$ cat src/rtl/scan_dispatch_pkg.sv
package scan_dispatch_pkg;

  typedef enum logic [2:0] {
    ST_IDLE,
    ST_DECODE,
    ST_LDSEQ,
    ST_LDVEC,
    ST_LDMAC,
    ST_LDDATA,
    ST_RUN
  } ctlState_t;

  // Offsets from the header base; the fetch order depends on them.
  typedef enum logic [1:0] {
    HDR_SEQ   = 2'd0,
    HDR_VEC   = 2'd1,
    HDR_MAC   = 2'd2,
    AREA_DATA = 2'd3
  } ptrSel_t;

  typedef struct packed {
    logic    capture;
    logic    ptrLd;
    ptrSel_t ptrSel;
    logic    fireStart;
    logic    seqDec;
    logic    vecDec;
    logic    vecReload;
  } dpStrobe_t;

endpackage

$ cat src/rtl/scan_dispatch_ctl.sv
module scan_dispatch_ctl
  import scan_dispatch_pkg::*;
(
  input  logic      clk,
  input  logic      rstN,
  input  logic      newData,
  input  logic      vecDone,
  input  logic      cmpFail,
  input  logic      seqMode,
  input  logic      cmpEn,
  input  logic      seqZero,
  input  logic      vecZero,
  output dpStrobe_t stb,
  output logic      busy
);

  ctlState_t state, nextState;

  always_ff @(posedge clk or negedge rstN) begin
    if (!rstN) state <= ST_IDLE;
    else       state <= nextState;
  end

  always_comb begin
    stb       = '0;
    stb.ptrSel = HDR_SEQ;
    nextState = state;
    unique case (state)
      ST_IDLE: begin
        if (newData) begin
          stb.capture = 1'b1;
          nextState   = ST_DECODE;
        end
      end
      ST_DECODE: begin
        stb.ptrLd  = 1'b1;
        stb.ptrSel = seqMode ? HDR_SEQ : HDR_VEC;
        nextState  = seqMode ? ST_LDVEC : ST_LDMAC;
      end
      ST_LDSEQ: begin
        stb.ptrLd  = 1'b1;
        stb.ptrSel = HDR_SEQ;
        nextState  = ST_LDVEC;
      end
      ST_LDVEC: begin
        stb.ptrLd  = 1'b1;
        stb.ptrSel = HDR_VEC;
        nextState  = ST_LDMAC;
      end
      ST_LDMAC: begin
        stb.ptrLd  = 1'b1;
        stb.ptrSel = HDR_MAC;
        nextState  = ST_LDDATA;
      end
      ST_LDDATA: begin
        stb.ptrLd     = 1'b1;
        stb.ptrSel    = AREA_DATA;
        stb.fireStart = 1'b1;
        nextState     = ST_RUN;
      end
      ST_RUN: begin
        if (vecDone) begin
          if (cmpEn && cmpFail) begin
            if (!seqZero) begin
              stb.seqDec    = 1'b1;
              stb.vecReload = 1'b1;
              nextState     = seqMode ? ST_LDSEQ : ST_LDVEC;
            end else begin
              nextState = ST_IDLE;
            end
          end else if (!vecZero) begin
            stb.vecDec = 1'b1;
            nextState  = ST_LDVEC;
          end else begin
            nextState = ST_IDLE;
          end
        end
      end
      default: nextState = ST_IDLE;
    endcase
  end

  assign busy = (state != ST_IDLE);


  busy_after_start_chk: assert property (@(posedge clk) disable iff (!rstN)
    (!busy && newData) |=> busy);


  ignore_busy_write_chk: assert property (@(posedge clk) disable iff (!rstN)
    (busy && newData) |-> !stb.capture);

endmodule

$ cat src/rtl/scan_dispatch_dp.sv
module scan_dispatch_dp
  import scan_dispatch_pkg::*;
#(
  parameter int ADDR_W = 8,
  parameter int CNT_W  = 4
) (
  input  logic              clk,
  input  logic              rstN,
  input  dpStrobe_t         stb,
  input  logic              wrSeqMode,
  input  logic              wrCmpEn,
  input  logic [CNT_W-1:0]  wrSeqRepeat,
  input  logic [CNT_W-1:0]  wrVecRepeat,
  input  logic [ADDR_W-1:0] wrBaseAddr,
  output logic              seqMode,
  output logic              cmpEn,
  output logic              seqZero,
  output logic              vecZero,
  output logic              ptrLoad,
  output logic [ADDR_W-1:0] ptrAddr,
  output logic              shiftStart
);

  localparam logic [ADDR_W-1:0] DATA_OFS = ADDR_W'(AREA_DATA);
  localparam logic [ADDR_W-1:0] VEC_OFS  = ADDR_W'(HDR_VEC);

  logic [ADDR_W-1:0] cfgBase;
  logic [CNT_W-1:0]  cfgVecRep;
  logic [CNT_W-1:0]  seqLeft;
  logic [CNT_W-1:0]  vecLeft;

  // Start/setup registers, written only on an accepted start.
  always_ff @(posedge clk or negedge rstN) begin
    if (!rstN) begin
      seqMode   <= 1'b0;
      cmpEn     <= 1'b0;
      cfgBase   <= '0;
      cfgVecRep <= '0;
    end else if (stb.capture) begin
      seqMode   <= wrSeqMode;
      cmpEn     <= wrCmpEn;
      cfgBase   <= wrBaseAddr;
      cfgVecRep <= wrVecRepeat;
    end
  end

  // Repeat counters.
  always_ff @(posedge clk or negedge rstN) begin
    if (!rstN) begin
      seqLeft <= '0;
      vecLeft <= '0;
    end else begin
      if (stb.capture)     seqLeft <= wrSeqRepeat;
      else if (stb.seqDec) seqLeft <= seqLeft - 1'b1;

      if (stb.capture)        vecLeft <= wrVecRepeat;
      else if (stb.vecReload) vecLeft <= cfgVecRep;
      else if (stb.vecDec)    vecLeft <= vecLeft - 1'b1;
    end
  end

  assign seqZero = (seqLeft == '0);
  assign vecZero = (vecLeft == '0);

  // Pointer register and serializer strobe.
  always_ff @(posedge clk or negedge rstN) begin
    if (!rstN) begin
      ptrAddr    <= '0;
      ptrLoad    <= 1'b0;
      shiftStart <= 1'b0;
    end else begin
      ptrLoad    <= stb.ptrLd;
      shiftStart <= stb.fireStart;
      if (stb.ptrLd) ptrAddr <= cfgBase + ADDR_W'(stb.ptrSel);
    end
  end


  header_chain_chk: assert property (@(posedge clk) disable iff (!rstN)
    (ptrLoad && !shiftStart && ptrAddr != cfgBase + DATA_OFS)
      |=> (ptrLoad && ptrAddr == $past(ptrAddr) + 1'b1));


  start_with_data_chk: assert property (@(posedge clk) disable iff (!rstN)
    shiftStart |-> (ptrLoad && ptrAddr == cfgBase + DATA_OFS));


  vector_rerun_chk: assert property (@(posedge clk) disable iff (!rstN)
    stb.vecDec |=> ##1 (ptrLoad && ptrAddr == cfgBase + VEC_OFS));


  vec_no_wrap_chk: assert property (@(posedge clk) disable iff (!rstN)
    stb.vecDec |-> (vecLeft != '0));


  seq_no_wrap_chk: assert property (@(posedge clk) disable iff (!rstN)
    stb.seqDec |-> (seqLeft != '0));


  reload_count_chk: assert property (@(posedge clk) disable iff (!rstN)
    stb.vecReload |=> (vecLeft == cfgVecRep && seqLeft == $past(seqLeft) - 1'b1));

endmodule

$ cat src/rtl/scan_dispatch.sv
module scan_dispatch
  import scan_dispatch_pkg::*;
#(
  parameter int ADDR_W = 8,
  parameter int CNT_W  = 4
) (
  input  logic              clk,
  input  logic              rstN,
  input  logic              newData,
  input  logic              wrSeqMode,
  input  logic              wrCmpEn,
  input  logic [CNT_W-1:0]  wrSeqRepeat,
  input  logic [CNT_W-1:0]  wrVecRepeat,
  input  logic [ADDR_W-1:0] wrBaseAddr,
  input  logic              vecDone,
  input  logic              cmpFail,
  output logic              busy,
  output logic              ptrLoad,
  output logic [ADDR_W-1:0] ptrAddr,
  output logic              shiftStart
);

  dpStrobe_t stb;
  logic seqMode, cmpEn, seqZero, vecZero;

  scan_dispatch_ctl u_ctl (
    .clk     (clk),
    .rstN    (rstN),
    .newData (newData),
    .vecDone (vecDone),
    .cmpFail (cmpFail),
    .seqMode (seqMode),
    .cmpEn   (cmpEn),
    .seqZero (seqZero),
    .vecZero (vecZero),
    .stb     (stb),
    .busy    (busy)
  );

  scan_dispatch_dp #(.ADDR_W(ADDR_W), .CNT_W(CNT_W)) u_dp (
    .clk         (clk),
    .rstN        (rstN),
    .stb         (stb),
    .wrSeqMode   (wrSeqMode),
    .wrCmpEn     (wrCmpEn),
    .wrSeqRepeat (wrSeqRepeat),
    .wrVecRepeat (wrVecRepeat),
    .wrBaseAddr  (wrBaseAddr),
    .seqMode     (seqMode),
    .cmpEn       (cmpEn),
    .seqZero     (seqZero),
    .vecZero     (vecZero),
    .ptrLoad     (ptrLoad),
    .ptrAddr     (ptrAddr),
    .shiftStart  (shiftStart)
  );

endmodule

$ cat config.mk
export PLATFORM = sky130hd
export DESIGN_NAME = scan_dispatch
export DESIGN_NICKNAME = d
export VERILOG_FILES = /design/src/rtl/scan_dispatch_pkg.sv /design/src/rtl/scan_dispatch_ctl.sv /design/src/rtl/scan_dispatch_dp.sv /design/src/rtl/scan_dispatch.sv
export SDC_FILE = /design/constraint.sdc
export NUM_CORES = 1
export LEC_CHECK = 0
export BUFFER_PORTS_ARGS = -buffer_cell sky130_fd_sc_hd__clkbuf_2
export CORE_MARGIN = 5
export CORE_UTILIZATION = 61
export CTS_BUF_LIST = sky130_fd_sc_hd__clkbuf_4
export DETAILED_ROUTE_END_ITERATION = 8
export PLACE_DENSITY = 0.95
export SYNTH_ARGS = -nofsm -noshare
export SYNTH_HDL_FRONTEND = slang
export SYNTH_SLANG_ARGS = --single-unit
$ cat constraint.sdc
create_clock -name clk -period 2.95 [get_ports clk]
set_input_delay 0.1475 -clock clk [delete_from_list [all_inputs] [get_ports clk]]
set_output_delay 0.1475 -clock clk [all_outputs]
set_load 0.01 [all_outputs]
* Yosys cells after proc, flatten, opt, wreduce, memory -nomap -nowiden
Cells that the tools add are included.
** Storage, ports and cells
- Flip-flop bits (word level) :: 35
- Input port bits :: 23
- Output and inout bits :: 11
- Word-level logic and storage cells :: 53
** Operators by class
- Add/sub/neg operators :: 3
- Equal/unequal tests :: 8
- Multiplexer cells :: 24
- Reductions and logical operators :: 8
** Operators with widths (number)
- 2-to-1 mux 3 bit :: 7
- one-hot mux 3 bit (7 select lines) :: 1
- 2-to-1 mux 4 bit :: 5
- one-hot mux 3 bit (5 select lines) :: 1
- equality test 3 bit, second input constant :: 3
- 2-to-1 mux 1 bit :: 9
- adder 8 x 2 -> 8 bit :: 1
- logical NOT 4 bit :: 2
- subtractor 4 x 1 -> 4 bit, second input constant :: 2
- equality test 3 x 2 -> 1 bit, second input constant :: 2
- nonzero test 3 bit :: 2
- inequality test 2 bit, second input constant :: 2
- equality test 3 x 1 -> 1 bit, second input constant :: 1
- logical NOT 3 bit :: 1
- 2-to-1 mux 2 bit :: 1
- AND reduction 2 bit :: 1
- nonzero test 2 bit :: 1
- logical AND 1 bit :: 1

* Depth between registers and ports, before layout
- Word-level depth :: 8
- Mapped depth :: 9
- Gate-level depth less buffers :: 8

* Cells and area by module
Synthesis repeated with hierarchy kept, for this count alone.
** Unflattened totals
- Cells, all modules :: 178
- Area total of the unflattened synthesis :: 1791.7 um2
** By module, submodules not included
- scan_dispatch_dp :: instances 1, cells each 136, area each 1483.9 um2, sequential area each 800.8 um2
- scan_dispatch_ctl :: instances 1, cells each 42, area each 307.8 um2, sequential area each 75.1 um2

* Worst setup path before layout
Ideal clock, no wire load.
- Path type :: register -> register
- Start :: register u_ctl.state[2]
- End :: register u_dp.ptrAddr[6]
- Setup time :: 0.129 ns
- Arrival :: 1.732 ns
- Required time :: 2.821 ns
- Setup slack :: 1.089 ns
- Cell stages (with the launch flop) :: 10
- Path buffers :: 1
- Period minus slack after synthesis :: 1.861 ns
- Cells stage by stage :: dfrtp_1 -> buf_2 -> nand2_1 -> o211a_1 -> ha_1 -> inv_1 -> fa_1 -> nor2_1 -> xnor2_1 -> o21ai_0
** Between the ends
- Longest elaborated chain between the ends :: 3
- Elaborated cells between the ends (all ways) :: 7
- Those cells by class :: add/sub (1); eq/ne (5); mux (1)
** Ends and longest elaborated chain
- start, declared :: RTL line scan_dispatch_ctl.sv:17 : ctlState_t state, nextState;
- start signal, assigned :: RTL line scan_dispatch_ctl.sv:21 : else state <= nextState;
- equality test 3 bit (tied with other cells) :: RTL line scan_dispatch_ctl.sv:28 : unique case (state)
- one-hot mux 3 bit (5 select lines) (*) :: RTL line scan_dispatch_ctl.sv:28
- adder 8 x 2 -> 8 bit :: RTL line scan_dispatch_dp.sv:74 : if (stb.ptrLd) ptrAddr <= cfgBase + ADDR_W'(stb.ptrSel);
- end signal, assigned :: RTL line scan_dispatch_dp.sv:74
- end, declared :: RTL line scan_dispatch_dp.sv:20 : output logic [ADDR_W-1:0] ptrAddr,
Mark *: on every way between the ends. The rest lies on a longest branch, timed or not.
A chain may end at the register's enable or synchronous reset.

* Worst setup path after layout
- Start :: register u_ctl.state[1]
- End :: register u_dp.ptrAddr[6]
Same word-level chain as after synthesis.

==> results.toml <==
[cells_and_area]
area.growth.synth_to_final_pct = 17.5
antenna_cells = 0
register_area_sq_um = 876
finalNonFillerCells = 269
nNetsFinal = 263
multi_input_area_sq_um = 875
drive_gt1_share_pct = 21.6
nFillCells = 229

[yosys]
netlist_top_cells_area = "dfrtp_1 (48%), nand2_1 (11%), xnor2_1 (2.9%)"
syn-num-nets = 220
ys.flop_type = "dfrtp_1"
synth_cells = 192
syn_area_sq_um = 1840
synth_top_area_share_pct = 47.7
yosysTopAreaCell = "dfrtp_1"
ys_ff_latch = 35
synth_cell_types = 48
yosysWarnings = 0
synthArstFlopShare_pct = 100
avgSynthCellArea_sq_um = 9.56
synth-edff-count = 0
ys_seq_area_share_pct = 47.7

[floorplanning]
rows = 20
die_h_um = 64.9
start_util_pct = 61.6
die_area_sq_um = 4210
io_pins = 34
core_area_sq_um = 2980
dieWidth_um = 64.9

[setup_path]
reg2reg_slack_ps = 890
cp-end-kind = "flip-flop"
crit_path_end = "u_dp.ptrAddr[6]"
rr_endpoint = "u_dp.ptrAddr[6]"
arrival_ps = 2260
rr_worst_depth = 8
cp_slowest_stage_delay_ps = 610
regToRegStartpoint = "u_ctl.state[1]"
path_cells = "nand2b_1 -> o211a_1 -> ha_1 -> inv_1 -> fa_1 -> nor2_1 -> xnor2_1 -> o21ai_0"
worst-path-stages = 8
critPathTopFamily = "flip-flops"
crit_start = "u_ctl.state[1]"
start_kind = "flip-flop"
worstPathRequired_ps = 3150
path_max_fanout = 10
critPathBufInv = 1
critPathKind = "reg2reg"
cp_slowest_cell = "dfrtp_1"

[routing]
wire_per_inst_um = 13.9
drt_iter0_markers = 59
vias = 1513
vias_per_cell = 5.62
finalWirelength_mm = 3.74
drcViolationCount = 0
drt-pass1-iter-count = 5
drtAntennaViolNets = 0

[cts]
hold_buffers = 8
cts_tree = "yes"
clock_sinks = 35
h-tree-depth = 2
clkLatencyLatePin_ps = 340
cts_made_buffers = 5
path_clk_slew_ps = 110
cts_root_buffer = "clkbuf_4"
cts_setup_buffers = 0
cts_buffer_depth = 2
cts_resized = 0

[global_route]
grt_pass1_vias = 1426
antenna_found_initial = 0
grt.overflow.total = 0
grt_pass1_wl_mm = 6.55
grt_max_degree = 36
grt_usage_pct = 20.8

[placement]
gp_congestion = 0.876
port-buffer-count = 33
dp_hpwl_mm = 2.64
dpl.cell_count = 252

[sta]
period_share_pct = 69.9
timing.fmax_mhz = 485
finalSetupViolations = 0
fin_crit_ps = 2060
worst_slew_pin_slew_ps = 845
relSlewSlack_pct = 43.7
drv_slew = 0
hold_viol = 0
clock-skew-final_ps = 11.0
setup_tns_ps = 0
rsz0062_at_grt = "false"

[power_and_ir_drop]
ir_drop_mv = 0.489
powerDensity_nw_per_um2 = 994
p_leak_nw = 1.07

[min_path]
worstHoldPathType = "in2reg"

[job]
cap_violations = 0

[run_status]
status = "finished, final reports clean"
==> cell families (layout without fill, tap and decap cells) <==
kind of cell,after synthesis,in the layout,share of synthesized area (%)
AO/OA/AOI/OAI,38,38,14.2
multiplexers,1,1,0.545
AND/OR/NAND/NOR,84,84,24.3
flip-flops,35,35,47.7
XOR/XNOR,10,10,4.77
buffers and inverters,19,63,4.63
adder cells (fa/ha/maj),5,5,3.82
==> worst min path at each step <==
stage / depth (start not counted) / endpoint / from / slack [ps]
global placement: 1 / u_dp.cfgBase[5] / rstN / 280
detailed placement: 1 / u_dp.cfgBase[5] / rstN / 280
finish: 3 / u_dp.cfgVecRep[2] / wrVecRepeat[2] / 20
CTS: 3 / u_dp.cfgBase[1] / wrBaseAddr[1] / 2
global route: 3 / u_dp.cfgBase[6] / wrBaseAddr[6] / 10
floorplan: 0 / u_ctl.state[0] / rstN / -150
==> where the power goes <==
part | switching [mW] | total (mW) | internal, mW
clock | 0.155 | 0.266 | 0.111
sequential | 0.239 | 0.946 | 0.707
combinational | 0.504 | 0.932 | 0.428
total | 0.899 | 2.14 | 1.25
==> through the flow <==
step / cell area, sq um / hold WS [ps] / worst slack (ps) / util (%) / total power, mW
2_1_floorplan: 1840 / -148 / 1090 / - / 1.63
3_3_place_gp: 2010 / 279 / 996 / 67.5 / 1.83
3_5_place_dp: 2010 / 282 / 905 / 67.5 / 1.88
4_1_cts: 2150 / 1.71 / 894 / 72.1 / 2.15
5_1_grt: 2160 / 12.3 / 724 / 72.4 / 2.35
6_report: 2160 / 19.4 / 888 / 72.4 / 2.14
==> layout by cell type (no fill, tap or decap), types with 2 or more instances in the layout <==
cell type and n:
nor3_2 2, clkbuf_2 33, a21o_1 5, nand4_1 2, and2_1 2, xnor2_1 6, nor2_1 5, ha_1 4
nand2_1 55, xor2_1 4, o21ai_1 6, nand2b_1 3, clkbuf_4 7, dfrtp_1 35, o31ai_1 3, inv_1 11
dlygate4sd3_1 9, or3_1 2, o21ai_0 10
==> cell type report <==
type                            instances  share of cell area, %
Clock buffer                            7                   2.44
Clock inverter                          1                  0.232
Inverter                               12                   2.09
Multi-Input combinational cell        138                   40.5
Sequential cell                        35                   40.6
Tap cell                               33                   1.91
Timing Repair Buffer                   43                   12.2
==> sequential cells by signal, summed over array words and instances (netlist names) <==
| register | flops |
|---|---|
| u_dp.seqMode | 1 |
| u_dp.cfgVecRep | 4 |
| u_dp.cfgBase | 8 |
| u_ctl.state | 3 |
| u_dp.vecLeft | 4 |
| u_dp.seqLeft | 4 |
| u_dp.shiftStart | 1 |
| u_dp.ptrAddr | 8 |
| u_dp.cmpEn | 1 |
| u_dp.ptrLoad | 1 |
==> worst min-delay path, cell delays in order <==
cell,delay (ps)
clkbuf_2,80
nand2_1,50
nand2_1,50
==> Yosys cell counts (all sizes together) (2+ instances only) <==
library cell,n
nor3b,2
and2,2
nor2,5
nand2b,3
a21o,5
o21ai,16
ha,4
nand4,2
dfrtp,35
nor4,2
xnor2,6
o31ai,3
or3,2
nand2,56
nor3,3
inv,12
buf,7
xor2,4
==> per-layer routing <==
metal  GRT usage [%]  vias to the layer above  routed length [um]
met5               0                        -                   0
met4            9.50                        0                  93
met3            5.20                        6                 165
met2            35.0                       41                1900
met1            25.0                      730                1580
li1                -                      736                   -
Note: power is estimated with default switching activity, not from simulation.
